===== src/rtl/carrierTrackPkg.sv =====
package carrierTrackPkg;
  typedef enum logic [1:0] {
    SEEK_LEFT = 2'd0,
    BACK_OFF  = 2'd1,
    TRACKING  = 2'd2
  } homeStateT;

  // strobes from control into the datapath
  typedef struct packed {
    logic clearBackoff;
    logic clearPos;
    logic trackEn;
  } trackStrobeT;
endpackage


===== src/rtl/carrierTrackDatapath.sv =====
module carrierTrackDatapath
  import carrierTrackPkg::*;
#(
  parameter int PULSES_PER_COL = 4,
  parameter int MAX_COLS       = 132,
  parameter int BACKOFF_PULSES = 6,
  parameter int HOME_QUIET_CYC = 12_500_000,
  parameter int STOP_QUIET_CYC = 125_000,
  localparam int POS_MAX = MAX_COLS * PULSES_PER_COL - 1,
  localparam int PW      = $clog2(POS_MAX + 1),
  localparam int COL_W   = (MAX_COLS > 1) ? $clog2(MAX_COLS) : 1,
  localparam int QMAX    = (HOME_QUIET_CYC > STOP_QUIET_CYC) ? HOME_QUIET_CYC : STOP_QUIET_CYC,
  localparam int QW      = $clog2(QMAX + 1)
) (
  input  logic             clk,
  input  logic             rstN,
  input  logic             sensorRaw,
  input  logic             dirRight,
  input  trackStrobeT      strobe,
  output logic             pulseEdge,
  output logic             homeQuiet,
  output logic             backoffDone,
  output logic [COL_W-1:0] column,
  output logic             stopped
);
  logic [2:0]    syncQ;
  logic [QW-1:0] quietCnt;
  logic [PW-1:0] posCnt;

  // two-flop synchroniser plus one history flop for edge detection
  always_ff @(posedge clk or negedge rstN) begin
    if (!rstN) syncQ <= '0;
    else       syncQ <= {syncQ[1:0], sensorRaw};
  end
  assign pulseEdge = syncQ[1] & ~syncQ[2];

  // cycles since the last detected pulse, saturating
  always_ff @(posedge clk or negedge rstN) begin
    if (!rstN)                       quietCnt <= '0;
    else if (pulseEdge)              quietCnt <= '0;
    else if (quietCnt != QW'(QMAX))  quietCnt <= quietCnt + 1'b1;
  end
  assign homeQuiet = (quietCnt >= QW'(HOME_QUIET_CYC));
  assign stopped   = (quietCnt >= QW'(STOP_QUIET_CYC));

  // back-off pulse counter; a zero distance needs no counter at all
  generate
    if (BACKOFF_PULSES == 0) begin : gNoBackoff
      assign backoffDone = 1'b1;
    end else begin : gBackoff
      localparam int BW = $clog2(BACKOFF_PULSES + 1);
      logic [BW-1:0] backCnt;
      always_ff @(posedge clk or negedge rstN) begin
        if (!rstN)                                          backCnt <= '0;
        else if (strobe.clearBackoff)                       backCnt <= '0;
        else if (pulseEdge && backCnt != BW'(BACKOFF_PULSES)) backCnt <= backCnt + 1'b1;
      end
      assign backoffDone = (backCnt == BW'(BACKOFF_PULSES));
    end
  endgenerate

  // signed travel in pulses, clamped to the line
  always_ff @(posedge clk or negedge rstN) begin
    if (!rstN)                 posCnt <= '0;
    else if (strobe.clearPos)  posCnt <= '0;
    else if (strobe.trackEn && pulseEdge) begin
      if (dirRight) begin
        if (posCnt != PW'(POS_MAX)) posCnt <= posCnt + 1'b1;
      end else begin
        if (posCnt != '0) posCnt <= posCnt - 1'b1;
      end
    end
  end
  assign column = COL_W'(posCnt / PW'(PULSES_PER_COL));

  a_r2_single_edge: assert property (@(posedge clk) disable iff (!rstN)
    pulseEdge |=> !pulseEdge);
  a_r5_clear_zero: assert property (@(posedge clk) disable iff (!rstN)
    strobe.clearPos |=> posCnt == '0);
  a_r6_step_right: assert property (@(posedge clk) disable iff (!rstN)
    (strobe.trackEn && pulseEdge && dirRight && posCnt != PW'(POS_MAX))
      |=> posCnt == $past(posCnt) + 1'b1);
  a_r7_upper_bound: assert property (@(posedge clk) disable iff (!rstN)
    posCnt <= PW'(POS_MAX));
  a_r9_hold_unhomed: assert property (@(posedge clk) disable iff (!rstN)
    (!strobe.trackEn && !strobe.clearPos) |=> $stable(posCnt));
endmodule


===== src/rtl/carrierTrackControl.sv =====
module carrierTrackControl
  import carrierTrackPkg::*;
(
  input  logic        clk,
  input  logic        rstN,
  input  logic        homeQuiet,
  input  logic        backoffDone,
  output trackStrobeT strobe,
  output logic        motorLeft,
  output logic        motorRight,
  output logic        homed
);
  homeStateT state, stateNext;

  always_ff @(posedge clk or negedge rstN) begin
    if (!rstN) state <= SEEK_LEFT;
    else       state <= stateNext;
  end

  always_comb begin
    stateNext = state;
    strobe    = '0;
    unique case (state)
      SEEK_LEFT: if (homeQuiet) begin
        stateNext           = BACK_OFF;
        strobe.clearBackoff = 1'b1;
      end
      BACK_OFF: if (backoffDone) begin
        stateNext       = TRACKING;
        strobe.clearPos = 1'b1;
      end
      TRACKING: strobe.trackEn = 1'b1;
      default:  stateNext = SEEK_LEFT;
    endcase
  end

  assign motorLeft  = (state == SEEK_LEFT);
  assign motorRight = (state == BACK_OFF);
  assign homed      = (state == TRACKING);

  a_r5_homed_sticky: assert property (@(posedge clk) disable iff (!rstN)
    homed |=> homed);
  a_r4_right_follows_left: assert property (@(posedge clk) disable iff (!rstN)
    $rose(motorRight) |-> $past(motorLeft));
  a_r5_homed_after_backoff: assert property (@(posedge clk) disable iff (!rstN)
    $rose(homed) |-> $past(motorRight) && $past(backoffDone));
  a_r4_motors_exclusive: assert property (@(posedge clk) disable iff (!rstN)
    $onehot0({motorLeft, motorRight, homed}));
endmodule


===== src/rtl/carrierTracker.sv =====
module carrierTracker
  import carrierTrackPkg::*;
#(
  parameter int PULSES_PER_COL = 4,
  parameter int MAX_COLS       = 132,
  parameter int BACKOFF_PULSES = 6,
  parameter int HOME_QUIET_CYC = 12_500_000,
  parameter int STOP_QUIET_CYC = 125_000,
  localparam int COL_W = (MAX_COLS > 1) ? $clog2(MAX_COLS) : 1
) (
  input  logic             clk,
  input  logic             rstN,
  input  logic             sensorRaw,
  input  logic             dirRight,
  output logic             motorLeft,
  output logic             motorRight,
  output logic [COL_W-1:0] column,
  output logic             homed,
  output logic             stopped
);
  trackStrobeT strobe;
  logic        pulseEdge, homeQuiet, backoffDone;

  carrierTrackDatapath #(
    .PULSES_PER_COL(PULSES_PER_COL),
    .MAX_COLS      (MAX_COLS),
    .BACKOFF_PULSES(BACKOFF_PULSES),
    .HOME_QUIET_CYC(HOME_QUIET_CYC),
    .STOP_QUIET_CYC(STOP_QUIET_CYC)
  ) uData (
    .clk        (clk),
    .rstN       (rstN),
    .sensorRaw  (sensorRaw),
    .dirRight   (dirRight),
    .strobe     (strobe),
    .pulseEdge  (pulseEdge),
    .homeQuiet  (homeQuiet),
    .backoffDone(backoffDone),
    .column     (column),
    .stopped    (stopped)
  );

  carrierTrackControl uCtrl (
    .clk        (clk),
    .rstN       (rstN),
    .homeQuiet  (homeQuiet),
    .backoffDone(backoffDone),
    .strobe     (strobe),
    .motorLeft  (motorLeft),
    .motorRight (motorRight),
    .homed      (homed)
  );

  a_r9_column_zero_unhomed: assert property (@(posedge clk) disable iff (!rstN)
    !homed |-> column == '0);
endmodule


===== config.mk =====
export PLATFORM = sky130hd
export DESIGN_NAME = carrierTracker
export DESIGN_NICKNAME = d
export VERILOG_FILES = /design/src/rtl/carrierTrackPkg.sv /design/src/rtl/carrierTrackDatapath.sv /design/src/rtl/carrierTrackControl.sv /design/src/rtl/carrierTracker.sv
export SDC_FILE = /design/constraint.sdc
export NUM_CORES = 1
export LEC_CHECK = 0
export BUFFER_PORTS_ARGS = -buffer_cell sky130_fd_sc_hd__buf_2
export CORE_ASPECT_RATIO = 1.2
export CORE_MARGIN = 5
export CORE_UTILIZATION = 30
export DETAILED_ROUTE_END_ITERATION = 8
export GPL_TIMING_DRIVEN = 0
export SYNTH_ARGS = -nofsm -noshare
export SYNTH_HDL_FRONTEND = slang
export SYNTH_HIERARCHICAL = 1
export SYNTH_SLANG_ARGS = --single-unit

===== constraint.sdc =====
create_clock -name clk -period 2.3 [get_ports clk]
set_input_delay 0.23 -clock clk [delete_from_list [all_inputs] [get_ports clk]]
set_output_delay 0.23 -clock clk [all_outputs]
set_load 0.1 [all_outputs]

* Yosys cells after proc, flatten, opt, wreduce, memory -nomap -nowiden
Cells that the tools add are included.
** Storage, ports and cells
- Register bits :: 42
- Input bits :: 4
- Logic and storage cells :: 50
** Operators by class
- $add $sub $neg :: 4
- Magnitude comparators :: 2
- Eq/ne operators :: 9
- Muxes and demuxes :: 17
- Bitwise logic cells :: 3
- Reductions and logical operators :: 10
** Operators by type and width (count)
- $mux W10 :: 5
- $mux W24 :: 2
- $add A24 B1 Y24 const B :: 1
- $ge A24 B17 Y1 const B :: 1
- $ge A24 B24 Y1 const B :: 1
- $ne A24 B24 Y1 const B :: 1
- $add A10 B1 Y10 const B :: 1
- $ne A10 B10 Y1 const B :: 1
- $reduce_bool A10 Y1 :: 1
- $sub A10 B1 Y10 const B :: 1
- $mux W3 :: 2
- $pmux W2 S3 :: 1
- $reduce_and A3 Y1 :: 2
- $reduce_bool A2 Y1 :: 3
- $mux W1 :: 5
- $mux W2 :: 2
- $ne A2 B1 Y1 const B :: 2
- $add A3 B1 Y3 const B :: 1
- $eq A3 B3 Y1 const B :: 1
- $ne A3 B1 Y1 const B :: 1
- $ne A3 B3 Y1 const B :: 1
- $reduce_bool A3 Y1 :: 1
- $eq A2 B1 Y1 const B :: 1
- $eq A2 B2 Y1 const B :: 1
- 4 further kinds :: 6

* Depth between registers and ports, before layout
Gate-level depths: netlist of run 1.
- Depth in word-level cells :: 5
- Mapped depth :: 8

* Cells and area by module
Netlist of run 1, hierarchy kept.
** By module, submodules not included
- carrierTrackDatapath :: instances 1, cells each 262, area an instance 2471.1 sq um, sequential area each 1001.0 sq um
- carrierTrackControl :: instances 1, cells each 12, area an instance 113.9 sq um, sequential area each 50.0 sq um

* Worst setup path before layout of run 1
No wires, ideal clock.
- Path kind :: register to output
- Start :: register uData.quietCnt[7]
- End :: output port stopped
- Arrival :: 3.084 ns
- Required time :: 2.070 ns
- Path slack :: -1.014 ns
- Cell stages (with the launch flop) :: 6
- Buffers on the path :: 0
- Path through :: dfrtp_1 > or3_1 > nor2_1 > o21bai_1 > a21oi_1 > o311ai_1
** On the way
- Cells in the longest elaborated chain, start to end :: 1
** Ends and longest elaborated chain
- start, declared :: RTL line carrierTrackDatapath.sv:27 : logic [QW-1:0] quietCnt;
- start signal, assigned :: RTL line carrierTrackDatapath.sv:41 : else if (quietCnt != QW'(QMAX)) quietCnt <= quietCnt + 1'b1;
- $ge A24 B17 Y1 :: RTL line carrierTrackDatapath.sv:44 : assign stopped = (quietCnt >= QW'(STOP_QUIET_CYC));
- end, declared :: RTL line carrierTracker.sv:19 : output logic stopped
No other way between the ends.

* Final worst setup path of run 1
- Start :: register uData.posCnt[6]
- End :: register uData.posCnt[9]
** On the way
- Cells in the longest elaborated chain, start to end :: 5
- Elaborated cells between the ends (all ways) :: 12
- Those cells by class :: add/sub: 2; eq/ne: 2; mux: 5; reduce/logical: 3
** Ends and longest elaborated chain
- start, declared :: RTL line carrierTrackDatapath.sv:28 : logic [PW-1:0] posCnt;
- start signal, assigned :: RTL line carrierTrackDatapath.sv:68 : if (posCnt != PW'(POS_MAX)) posCnt <= posCnt + 1'b1;
- start signal, assigned :: RTL line carrierTrackDatapath.sv:70 : if (posCnt != '0) posCnt <= posCnt - 1'b1;
- $sub A10 B1 Y10 / $add A10 B1 Y10 (equally long branches) :: RTL line carrierTrackDatapath.sv:70, carrierTrackDatapath.sv:68
- $mux W10 (on tied branches) :: RTL line carrierTrackDatapath.sv:70, carrierTrackDatapath.sv:68
- $mux W10 :: RTL line carrierTrackDatapath.sv:67 : if (dirRight) begin
- $mux W10 :: RTL line carrierTrackDatapath.sv:66 : else if (strobe.trackEn && pulseEdge) begin
- $mux W10 :: RTL line carrierTrackDatapath.sv:65 : else if (strobe.clearPos) posCnt <= '0;
Several ways; a longest one is shown, not always the timed one. The select of a mux whose other input is x is not followed.
A chain may end at the register's enable or synchronous reset.

==> metrics.log, run 1 <==
INFO  metric run_status = finished clean
INFO  metric timing_max_transition_violations_final = 0
INFO  metric number_of_diodes_added_for_antenna_fixing = 0
INFO  metric dieArea = around 11000 um^2
INFO  metric tritoncts = yes
INFO  metric num_vias = around 2100
INFO  metric grt.total_usage = around a tenth
INFO  metric global_route_wire_length_before_repair = between 9000 and 10000 um
INFO  metric cts_inserted_buffers = 5
INFO  metric totalNegativeSetupSlack = 0 ns
INFO  metric setup_repair_after_global_routing_missed_its_margin = no
INFO  metric regToRegStartpoint = uData/posCnt[6]
INFO  metric final_common_cell = dfrtp_1
INFO  metric die-width = ~95 um
INFO  metric synthesis.instances = 274
INFO  metric muxShareOfSynthArea = under 10%
INFO  metric post_cts_hold_buffer_count = 0
INFO  metric routabilityCongestion = about 0.79
INFO  metric fin_nets = roughly 320
INFO  metric layout_worst_path_cycle_share = 96.0%
INFO  metric overflow = 0
INFO  metric avgSynthCellArea = roughly 9.4 um^2
INFO  metric final_layout_size_suffix_gt1_share = 17.3%
INFO  metric worst_slew_margin_rel = a little under two fifths
INFO  metric die_h = approximately 110 um
INFO  metric crit_type = flop to flop
INFO  metric fin_crit = between 2 and 2.5 ns
INFO  metric antenna_violating_nets_post_route = 0
INFO  metric critical-path-slowest-cell = or4_1
INFO  metric cts.sinks = 42
INFO  metric final_setup_viols = 0
INFO  metric crit_path_start = uData/posCnt[6]
INFO  metric first_global_vias = between 2000 and 2500
INFO  metric dp_hpwl = 3860 um
INFO  metric ctsHtreeMaxLevel = 2
INFO  metric min-delay-path-class = primary input to flop
INFO  metric starting_utilization_of_the_core_area = just over 30%
INFO  metric initial_antenna_violation_count = 0
INFO  metric synth_top_family_by_area = simple AND/OR/NAND/NOR gates
INFO  metric critical_path.most_common_cell = a21o_1
INFO  metric drt-wirelength-per-cell = 12.9 um
INFO  metric wirelength = 5360 um
INFO  metric synth-async-reset-ratio = 100%
INFO  metric finalClockSkew = 0.0100 ns
INFO  metric p_leak = between 0.001 and 0.0015 uW
INFO  metric design.core.area = about 8500 um^2
INFO  metric dominantRegCellSynth = dfrtp_1
INFO  metric drtPass1Iterations = 4
INFO  metric critPathCaptureType = flop
INFO  metric yosysSeqAreaShare = 40.7%
INFO  metric postSynthRegisterBits = 42
INFO  metric root_buffer = clkbuf_8
INFO  metric synth_cell_type_count = 54
INFO  metric number_of_top_level_pins = 16
INFO  metric timing_hold_violations_final = 0
INFO  metric max_cap_viol_count = 0
INFO  metric pin_count_of_the_biggest_net_entering_global_routing = 43
INFO  metric core.rowCount = 37
INFO  metric critPathMaxFanout = 6
INFO  metric drt-initial-drc-count = 68
INFO  metric final_routed_drc_violation_total = 0
INFO  metric setup.worst_path.start_class = flop
INFO  metric number_of_enable_type_register_cells_in_the_synthesized_netlist = 0
INFO  metric fill_cells = 923
INFO  metric worst-endpoint-arrival = between 2 and 2.5 ns
INFO  metric parity_gate_share_of_the_synthesized_area_counting_xor_and_xnor_cells = a little under a tenth
INFO  metric most-common-layout-cells = 41 x dfrtp_1, 38 x nor2_1, 21 x xor2_1, 17 x buf_2
INFO  metric syn-num-nets = around 290
INFO  metric cts_max_path_buffers = 2
INFO  metric clkSlewWorstSetupHoldPaths = 0.10 ns
INFO  metric synth_compound_area_share = about 11%
INFO  metric peakVddDrop = ~0.38 mV
INFO  metric routed_via_density = 4.94
INFO  metric worstPathCellList = ha_1 > a21o_1 > a21o_1 > or4_1 > nand4_1 > mux2_1
INFO  metric yosysWarnings = 6
INFO  metric crit_required = 2.49 ns
INFO  metric max_slew.worst_pin.slew = around 0.94 ns
INFO  metric synth_fa_ha_area_share = around 6.6%
INFO  metric fin_hold_ws = roughly 0.025 ns
INFO  metric peak_freq = about 0.45 GHz
INFO  metric hold_start = sensorRaw
INFO  metric clock_insertion_delay_worst_skew = 0.30 ns
INFO  metric syn2layout_area_growth = 15.2%
INFO  metric synthSimpleGateAreaFrac = about a quarter
INFO  metric post_synth_instance_area = between 2000 and 3000 um^2
INFO  metric place.port_buffers = 15
INFO  metric slowest_delay = 0.46 ns
INFO  metric power_density = 582 nW/um^2
-- cell usage after synthesis, types with 2 or more instances --
master / instances / area (um^2)
buf_1: 2 / 7.51
nor3_1: 3 / 15.0
xnor2_1: 6 / 52.6
inv_1: 6 / 22.5
buf_2: 4 / 20.0
mux2i_1: 5 / 50.1
and4_1: 2 / 17.5
or4_1: 2 / 15.0
nor4_1: 4 / 25.0
nand4_1: 11 / 68.8
a21oi_1: 11 / 55.1
a211oi_1: 3 / 22.5
o21bai_1: 2 / 15.0
nor3b_1: 2 / 15.0
ha_1: 12 / 150
dfrtp_1: 42 / 1050
nand2_1: 14 / 52.6
nand3b_1: 3 / 22.5
and3_1: 5 / 31.3
or3_1: 3 / 18.8
a21o_1: 8 / 60.1
nor2b_1: 5 / 31.3
o21ai_1: 3 / 15.0
o21ai_0: 4 / 20.0
nand3_1: 10 / 50.1
nor2_1: 39 / 146
xor2_1: 21 / 184
nand2b_1: 7 / 43.8
buf_4: 10 / 75.1
-- worst paths after layout --
path,slack (ns),endpoint,depth (start not counted)
setup / recovery,0.09,uData/posCnt[9],6
hold / removal,0.03,uData/syncQ[0],1
setup reg to reg,0.09,uData/posCnt[9],6
hold reg to reg,0.36,uData/syncQ[1],0
max in group asynchronous,1.60,uData/posCnt[3],1
min in group asynchronous,0.07,uData/quietCnt[5],1
-- registers in the layout, indices dropped and copies added (netlist names) --
| signal | count |
|---|---|
| uData/quietCnt | 24 |
| uData/gBackoff.backCnt | 3 |
| uData/posCnt | 10 |
| uData/syncQ | 3 |
| uCtrl/state | 2 |
-- worst max-delay path: cells and delay by family, from the launching register on --
kind	cells	cell delay, ns
simple gates	2	0.59
compound gates	2	0.42
flops	1	0.42
fa+ha+maj	1	0.36
mux	1	0.32
-- what timing repair did --
action                     in CTS  in global routing
buffers inserted                2                  1
gates resized for setup         2                  9
pin swaps                       1                  1
setup endpoints to repair       1                  2
-- through the flow --
stage	util, %	worst slack (ns)	instance area, um^2	instances	total power, uW
final	35.0	0.0917	2980	417	1730
after global routing	35.0	0.0104	2980	417	1840
after CTS	34.5	0.00913	2940	416	1740
after detailed placement	33.1	-0.198	2820	406	1200
after global placement	33.1	-0.205	2820	406	1190
after floorplan	-	-0.0835	2600	274	1120
-- cell type report --
| class | instances | area [um^2] | area share [%] |
|---|---|---|---|
| tap | 117 | 146 | 4.91 |
| clock buffer | 5 | 68.8 | 2.31 |
| inverter | 6 | 22.5 | 0.756 |
| timing repair buffer | 18 | 104 | 3.49 |
| multi-input combinational | 209 | 1450 | 48.7 |
| buffer | 17 | 109 | 3.65 |
| clock inverter | 3 | 26.3 | 0.882 |
| sequential | 42 | 1050 | 35.3 |
-- power by group --
part / internal (uW) / total (uW) / switching, uW
Clock: 226 / 512 / 286
Sequential: 796 / 845 / 49.2
Combinational: 158 / 376 / 218
-- per-layer routing --
layer | routed length (um) | GRT usage [%]
met4 | 68 | 3.66
met5 | 0 | 0
met3 | 114 | 2.09
met2 | 2700 | 18.1
met1 | 2480 | 13.3
-- cell families (layout without fill, tap and decap cells) --
family                   count (synthesis)  count (layout)
AO/OA/AOI/OAI                           42              42
XOR/XNOR                                27              27
adder cells (fa/ha/maj)                 13              13
buffers and inverters                   23              49
flip-flops                              42              42
multiplexers                             6               6
AND/OR/NAND/NOR                        121             121
Power figures use the tool's default switching activity.
==> run 2, diff against run 1 <==
--- a/config.mk
+++ b/config.mk
@@ -11,6 +11,7 @@
 export CORE_UTILIZATION = 30
 export DETAILED_ROUTE_END_ITERATION = 8
 export GPL_TIMING_DRIVEN = 0
+export HOLD_SLACK_MARGIN = 0.08
 export SYNTH_ARGS = -nofsm -noshare
 export SYNTH_HDL_FRONTEND = slang
 export SYNTH_HIERARCHICAL = 1
==> run 2 against run 1 <==
  * Critical path type unchanged
  * Critical path depth did not move
  * Cell count up 0.24%
  * Worst setup slack lost 0.0046 ns
  * Sequential power is essentially flat
  * Power grew 0.33%
  * Hold slack improved by 0.043 ns
  * Critical endpoint is now uData/posCnt[8]
  * Routed wire length rose by 0.82%
  * Non-clock buffer count is 1 higher
  * Core utilization grew 0.12 points
==> metrics.log, run 2 (synthesized netlist as in run 1, its figures left out) <==
INFO  metric max_cap_viol_count = 0
INFO  metric switching_share = between 30% and 40%
INFO  metric critical-path-slowest-cell = dfrtp_1
INFO  metric power.clock.fraction = ~30%
INFO  metric setup_repair_after_global_routing_missed_its_margin = no
INFO  metric fin_crit = 2.21 ns
INFO  metric max_slew.worst_pin.slew = 0.937 ns
INFO  metric regToRegStartpoint = uData/posCnt[0]
INFO  metric final_setup_viols = 0
INFO  metric number_of_top_level_pins = 16
INFO  metric cts.sinks = 42
INFO  metric clkSlewWorstSetupHoldPaths = 0.10 ns
INFO  metric design.core.area = around 8500 um^2
INFO  metric peak_freq = approximately 0.45 GHz
INFO  metric num_vias = a little over 2000
INFO  metric pin_count_of_the_biggest_net_entering_global_routing = 43
INFO  metric cts_max_path_buffers = 2
INFO  metric crit_type = flop to flop
INFO  metric root_buffer = clkbuf_8
INFO  metric grt.total_usage = a little over a tenth
INFO  metric largest_register = uData/quietCnt
INFO  metric first_global_vias = a little over 2000
INFO  metric dieArea = 10600 um^2
INFO  metric final_common_cell = dfrtp_1
INFO  metric overflow = 0
INFO  metric reg2reg_slack = 0.09 ns
INFO  metric core.rowCount = 37
INFO  metric largest_register_ff_count = 24
INFO  metric peakVddDrop = between 0.3 and 0.4 mV
INFO  metric power.switching = roughly 560 uW
INFO  metric wirelength = around 5400 um
INFO  metric global_route_wire_length_before_repair = ~9300 um
INFO  metric drtPass1Iterations = 4
INFO  metric crit_buf_inv = 0
INFO  metric power_density = 582 nW/um^2
INFO  metric drt-wirelength-per-cell = between 10 and 15 um
INFO  metric clock_insertion_delay_worst_skew = 0.30 ns
INFO  metric tritoncts = yes
INFO  metric timing_hold_violations_final = 0
INFO  metric run_status = finished clean
INFO  metric final_routed_drc_violation_total = 0
INFO  metric most-common-layout-cells = 41 x dfrtp_1, 38 x nor2_1, 21 x xor2_1, 17 x buf_2
INFO  metric drt-initial-drc-count = 74
INFO  metric cp_top_family = compound AO/OA/AOI/OAI gates
INFO  metric routed_via_density = between 4 and 5
INFO  metric die-width = roughly 95 um
INFO  metric number_of_diodes_added_for_antenna_fixing = 0
INFO  metric largestRegisters = uData/quietCnt (24), uData/posCnt (10)
INFO  metric critPathMaxFanout = 5
INFO  metric power.internal = about 1200 uW
INFO  metric finalClockSkew = about 0.0087 ns
INFO  metric routabilityCongestion = 0.794
INFO  metric worst-endpoint-arrival = about 2.4 ns
INFO  metric r2r_cells = 6
INFO  metric setup.worst_path.start_class = flop
INFO  metric crit_required = 2.49 ns
INFO  metric worstPathCellList = fa_1 > a211oi_1 > nor2_1 > a221oi_1 > xor2_1 > o21ai_1
INFO  metric initial_antenna_violation_count = 0
INFO  metric timing_max_transition_violations_final = 0
INFO  metric starting_utilization_of_the_core_area = 30.3%
INFO  metric cts_inserted_buffers = 5
INFO  metric antenna_violating_nets_post_route = 0
INFO  metric worst_slew_margin_rel = between 30% and 40%
INFO  metric combinationalPowerShare = around 22%
INFO  metric ctsHtreeMaxLevel = 2
INFO  metric worst_slack_at_placement = -0.198 ns
INFO  metric p_leak = around 0.0013 uW
INFO  metric final_layout_size_suffix_gt1_share = 17.3%
INFO  metric fin_nets = between 300 and 400
INFO  metric slowest_delay = 0.47 ns
INFO  metric min-delay-path-class = primary input to async pin
INFO  metric worst_r2r_endpoint = uData/posCnt[8]
INFO  metric post-route-cell-area = between 2000 and 3000 um^2
INFO  metric placedInstanceArea = 2820 um^2
INFO  metric seq_pwr_share = between 40 and 50%
INFO  metric place.port_buffers = 15
INFO  metric layout_worst_path_cycle_share = between 90% and 100%
INFO  metric syn2layout_area_growth = 15.6%
INFO  metric layout_setup_ws = around 0.087 ns
INFO  metric critPathCaptureType = flop
INFO  metric die_h = about 110 um
INFO  metric dp_hpwl = a little under 4000 um
[run 2: repair_timing]
| item | in CTS | in global routing |
|---|---|---|
| setup endpoints to repair | 1 | 2 |
| hold buffers | 1 | 0 |
| hold endpoints to repair | 1 | 0 |
| setup buffers | 2 | 1 |
| resized for setup | 2 | 9 |
| pin swaps | 1 | 1 |
[run 2: cell type report]
cell class	count	area (um^2)
multi-input combinational	209	1450
fill	923	5530
timing repair buffer	19	114
clock inverter	3	26.3
inverter	6	22.5
tap	117	146
buffer	17	109
clock buffer	5	68.8
sequential	42	1050
[run 2: layer usage]
metal	track usage (%)	vias to the layer above	wire length, um
met5	0	-	0
met4	3.66	0	68
met3	2.09	6	115
met2	18.1	26	2690
met1	13.3	1008	2530
li1	-	1013	-
[run 2: worst max path at each step]
stage	cells after the start	startpoint	to	slack [ns]
detailed placement	8	dirRight	uData/posCnt[9]	-0.20
global route	6	uData/posCnt[3]	uData/posCnt[9]	0.01
CTS	6	uData/posCnt[3]	uData/posCnt[9]	0.009
global placement	8	dirRight	uData/posCnt[9]	-0.20
finish	6	uData/posCnt[0]	uData/posCnt[8]	0.09
floorplan	5	uData/quietCnt[7]	stopped	-0.08
[run 2: through the flow]
stage	total power [uW]	cells	hold slack [ns]	util, %	TNS [ns]
after global routing	1840	418	0.141	35.1	0
after detailed placement	1200	406	0.336	33.1	-0.274
final	1740	418	0.0680	35.1	0
after global placement	1190	406	0.335	33.1	-0.232
after CTS	1740	417	0.0953	34.6	0
after floorplan	1120	274	-0.0656	-	-0.0835
[run 2: power groups by stage]
stage / logic (uW) / registers [uW] / clock network [uW]
after CTS: 365 / 844 / 534
after global routing: 425 / 852 / 566
final: 378 / 845 / 516
after global placement: 329 / 866 / 0
after detailed placement: 336 / 868 / 0
after floorplan: 265 / 854 / 0
==> run 3, diff against run 2 <==
--- a/config.mk
+++ b/config.mk
@@ -8,10 +8,11 @@
 export BUFFER_PORTS_ARGS = -buffer_cell sky130_fd_sc_hd__buf_2
 export CORE_ASPECT_RATIO = 1.2
 export CORE_MARGIN = 5
-export CORE_UTILIZATION = 30
+export CORE_UTILIZATION = 50
 export DETAILED_ROUTE_END_ITERATION = 8
 export GPL_TIMING_DRIVEN = 0
 export HOLD_SLACK_MARGIN = 0.08
+export PLACE_DENSITY = 0.7
 export SYNTH_ARGS = -nofsm -noshare
 export SYNTH_HDL_FRONTEND = slang
 export SYNTH_HIERARCHICAL = 1
==> run 3 against run 2 <==
  * Combinational power decreased by 4%
  * Core utilization increased by 24 points
  * Clock power rose by 39%
  * Critical path type is now flop to output port
  * Routed wire length is 4.0% lower
==> metrics.log, run 3 (synthesized netlist as in run 1, its figures left out) <==
INFO  metric min-delay-path-class = primary input to async pin
INFO  metric global_route_wire_length_before_repair = 8810 um
INFO  metric pin_count_of_the_biggest_net_entering_global_routing = 43
INFO  metric cts_inserted_buffers = 5
INFO  metric power_density = between 600 and 700 nW/um^2
INFO  metric worst-endpoint-arrival = about 2.0 ns
INFO  metric timing_max_transition_violations_final = 0
INFO  metric worst_slew_margin_rel = slightly below 40%
INFO  metric reg2reg_slack = approximately 0.13 ns
INFO  metric max_slew.worst_pin.slew = between 0.9 and 1 ns
INFO  metric clock_insertion_delay_worst_skew = ~0.29 ns
INFO  metric post-route-cell-area = around 3000 um^2
INFO  metric crit_required = between 2 and 2.5 ns
INFO  metric tritoncts = yes
INFO  metric largest_register = uData/quietCnt
INFO  metric post-route-util = just under 60%
INFO  metric peak_freq = roughly 0.45 GHz
INFO  metric largestRegisters = uData/quietCnt (24), uData/posCnt (10)
INFO  metric critPathMaxFanout = 4
INFO  metric critPathCaptureType = output port
INFO  metric core.rowCount = 28
INFO  metric max_cap_viol_count = 0
INFO  metric most-common-layout-cells = 39 x nor2_1, 39 x dfrtp_1, 21 x xor2_1, 17 x buf_2, 14 x nand2_1
INFO  metric number_of_top_level_pins = 16
INFO  metric wirelength = about 5200 um
INFO  metric drt-initial-drc-count = 92
INFO  metric peakVddDrop = between 0.2 and 0.3 mV
INFO  metric num_vias = about 2000
INFO  metric number_of_diodes_added_for_antenna_fixing = 0
INFO  metric layout.cells.non_filler = 361
INFO  metric layout_worst_path_cycle_share = a little over nine tenths
INFO  metric cts_max_path_buffers = 2
INFO  metric layout_setup_ws = ~0.07 ns
INFO  metric die-width = ~76 um
INFO  metric antenna_violating_nets_post_route = 0
INFO  metric fin_nets = roughly 320
INFO  metric final_setup_viols = 0
INFO  metric dieArea = 6710 um^2
INFO  metric final_routed_drc_violation_total = 0
INFO  metric overflow = 0
INFO  metric clkSlewWorstSetupHoldPaths = 0.08 ns
INFO  metric routabilityCongestion = about 0.8
INFO  metric drtPass1Iterations = 4
INFO  metric design.core.area = about 5000 um^2
INFO  metric cell_total_after_placement = between 300 and 400
INFO  metric place.port_buffers = 15
INFO  metric initial_antenna_violation_count = 0
INFO  metric starting_utilization_of_the_core_area = between 50% and 60%
INFO  metric fill_cells = approximately 430
INFO  metric largest_register_ff_count = 24
INFO  metric cts.sinks = between 40 and 50
INFO  metric final_layout_size_suffix_gt1_share = between 10% and 20%
INFO  metric crit_type = flop to output port
INFO  metric setup_repair_after_global_routing_missed_its_margin = yes
INFO  metric dp_hpwl = ~3700 um
INFO  metric ctsHtreeMaxLevel = 2
INFO  metric run_status = finished clean
INFO  metric finalClockSkew = around 0.0052 ns
INFO  metric worst_slack_at_placement = -0.182 ns
INFO  metric drt-wirelength-per-cell = between 10 and 15 um
INFO  metric syn2layout_area_growth = 14.7%
INFO  metric totalNegativeSetupSlack = 0 ns
INFO  metric die_h = a little under 90 um
INFO  metric first_global_vias = approximately 2000
INFO  metric root_buffer = clkbuf_8
INFO  metric placedInstanceArea = approximately 2800 um^2
INFO  metric routed_via_density = roughly 5.6
INFO  metric setup.worst_path.start_class = flop
INFO  metric grt.total_usage = ~17%
INFO  metric p_leak = 0.00135 uW
INFO  metric timing_hold_violations_final = 0
INFO  metric fin_crit = ~2.2 ns
[run 3: power breakdown]
group          leakage, uW  internal (uW)  switching (uW)  total [uW]
clock network    0.0000714            463             255         718
logic             0.000750            157             206         363
registers         0.000532            800            54.6         854
total              0.00135           1420             516        1930
[run 3: worst paths after layout]
path / startpoint / to / depth (start not counted)
worst max-delay path: uData/quietCnt[1] / stopped / 5
worst min-delay path: rstN / uData/quietCnt[11] / 1
worst max register to register: uData/posCnt[6] / uData/posCnt[9] / 6
worst min register to register: uData/syncQ[0] / uData/syncQ[1] / 0
max in group asynchronous: rstN / uData/quietCnt[1] / 1
min in group clk: uData/syncQ[0] / uData/syncQ[1] / 0
[run 3: repair_timing]
action,in CTS,in global routing
endpoints found under the setup margin,1,3
hold buffers,1,0
gates resized for setup,2,8
hold endpoints to repair,1,0
buffers inserted,0,3
[run 3: area by class of cell]
cell class	count	area, um^2	area share [%]
Clock buffer	6	82.6	2.79
Sequential cell	42	1050	35.6
Buffer	17	109	3.67
Timing Repair Buffer	19	114	3.84
Multi-Input combinational cell	209	1450	48.8
Inverter	6	22.5	0.760
Clock inverter	2	60.1	2.03
Tap cell	60	75.1	2.53
[run 3: metal layers]
layer / GRT usage (%) / share of wire (%) / vias up
met4: 7.63 / 1.8 / 0
met3: 3.64 / 3.5 / 5
met2: 29.1 / 50 / 38
met5: 0 / 0 / -
met1: 20.4 / 44 / 966
li1: - / - / 1015
[run 3: critical path, stage by stage (launching register included)]
cell and delay (ns):
dfrtp_2 0.43, or4b_1 0.55, nor4_2 0.22, nand4_1 0.14, o311ai_2 0.11, buf_6 0.27
[run 3: through the flow]
step,hold slack (ns),power [uW]
3_5_place_dp,0.337,1200
2_1_floorplan,-0.0656,1120
5_1_grt,0.149,2050
4_1_cts,0.101,1930
6_report,0.0682,1930
3_3_place_gp,0.335,1190
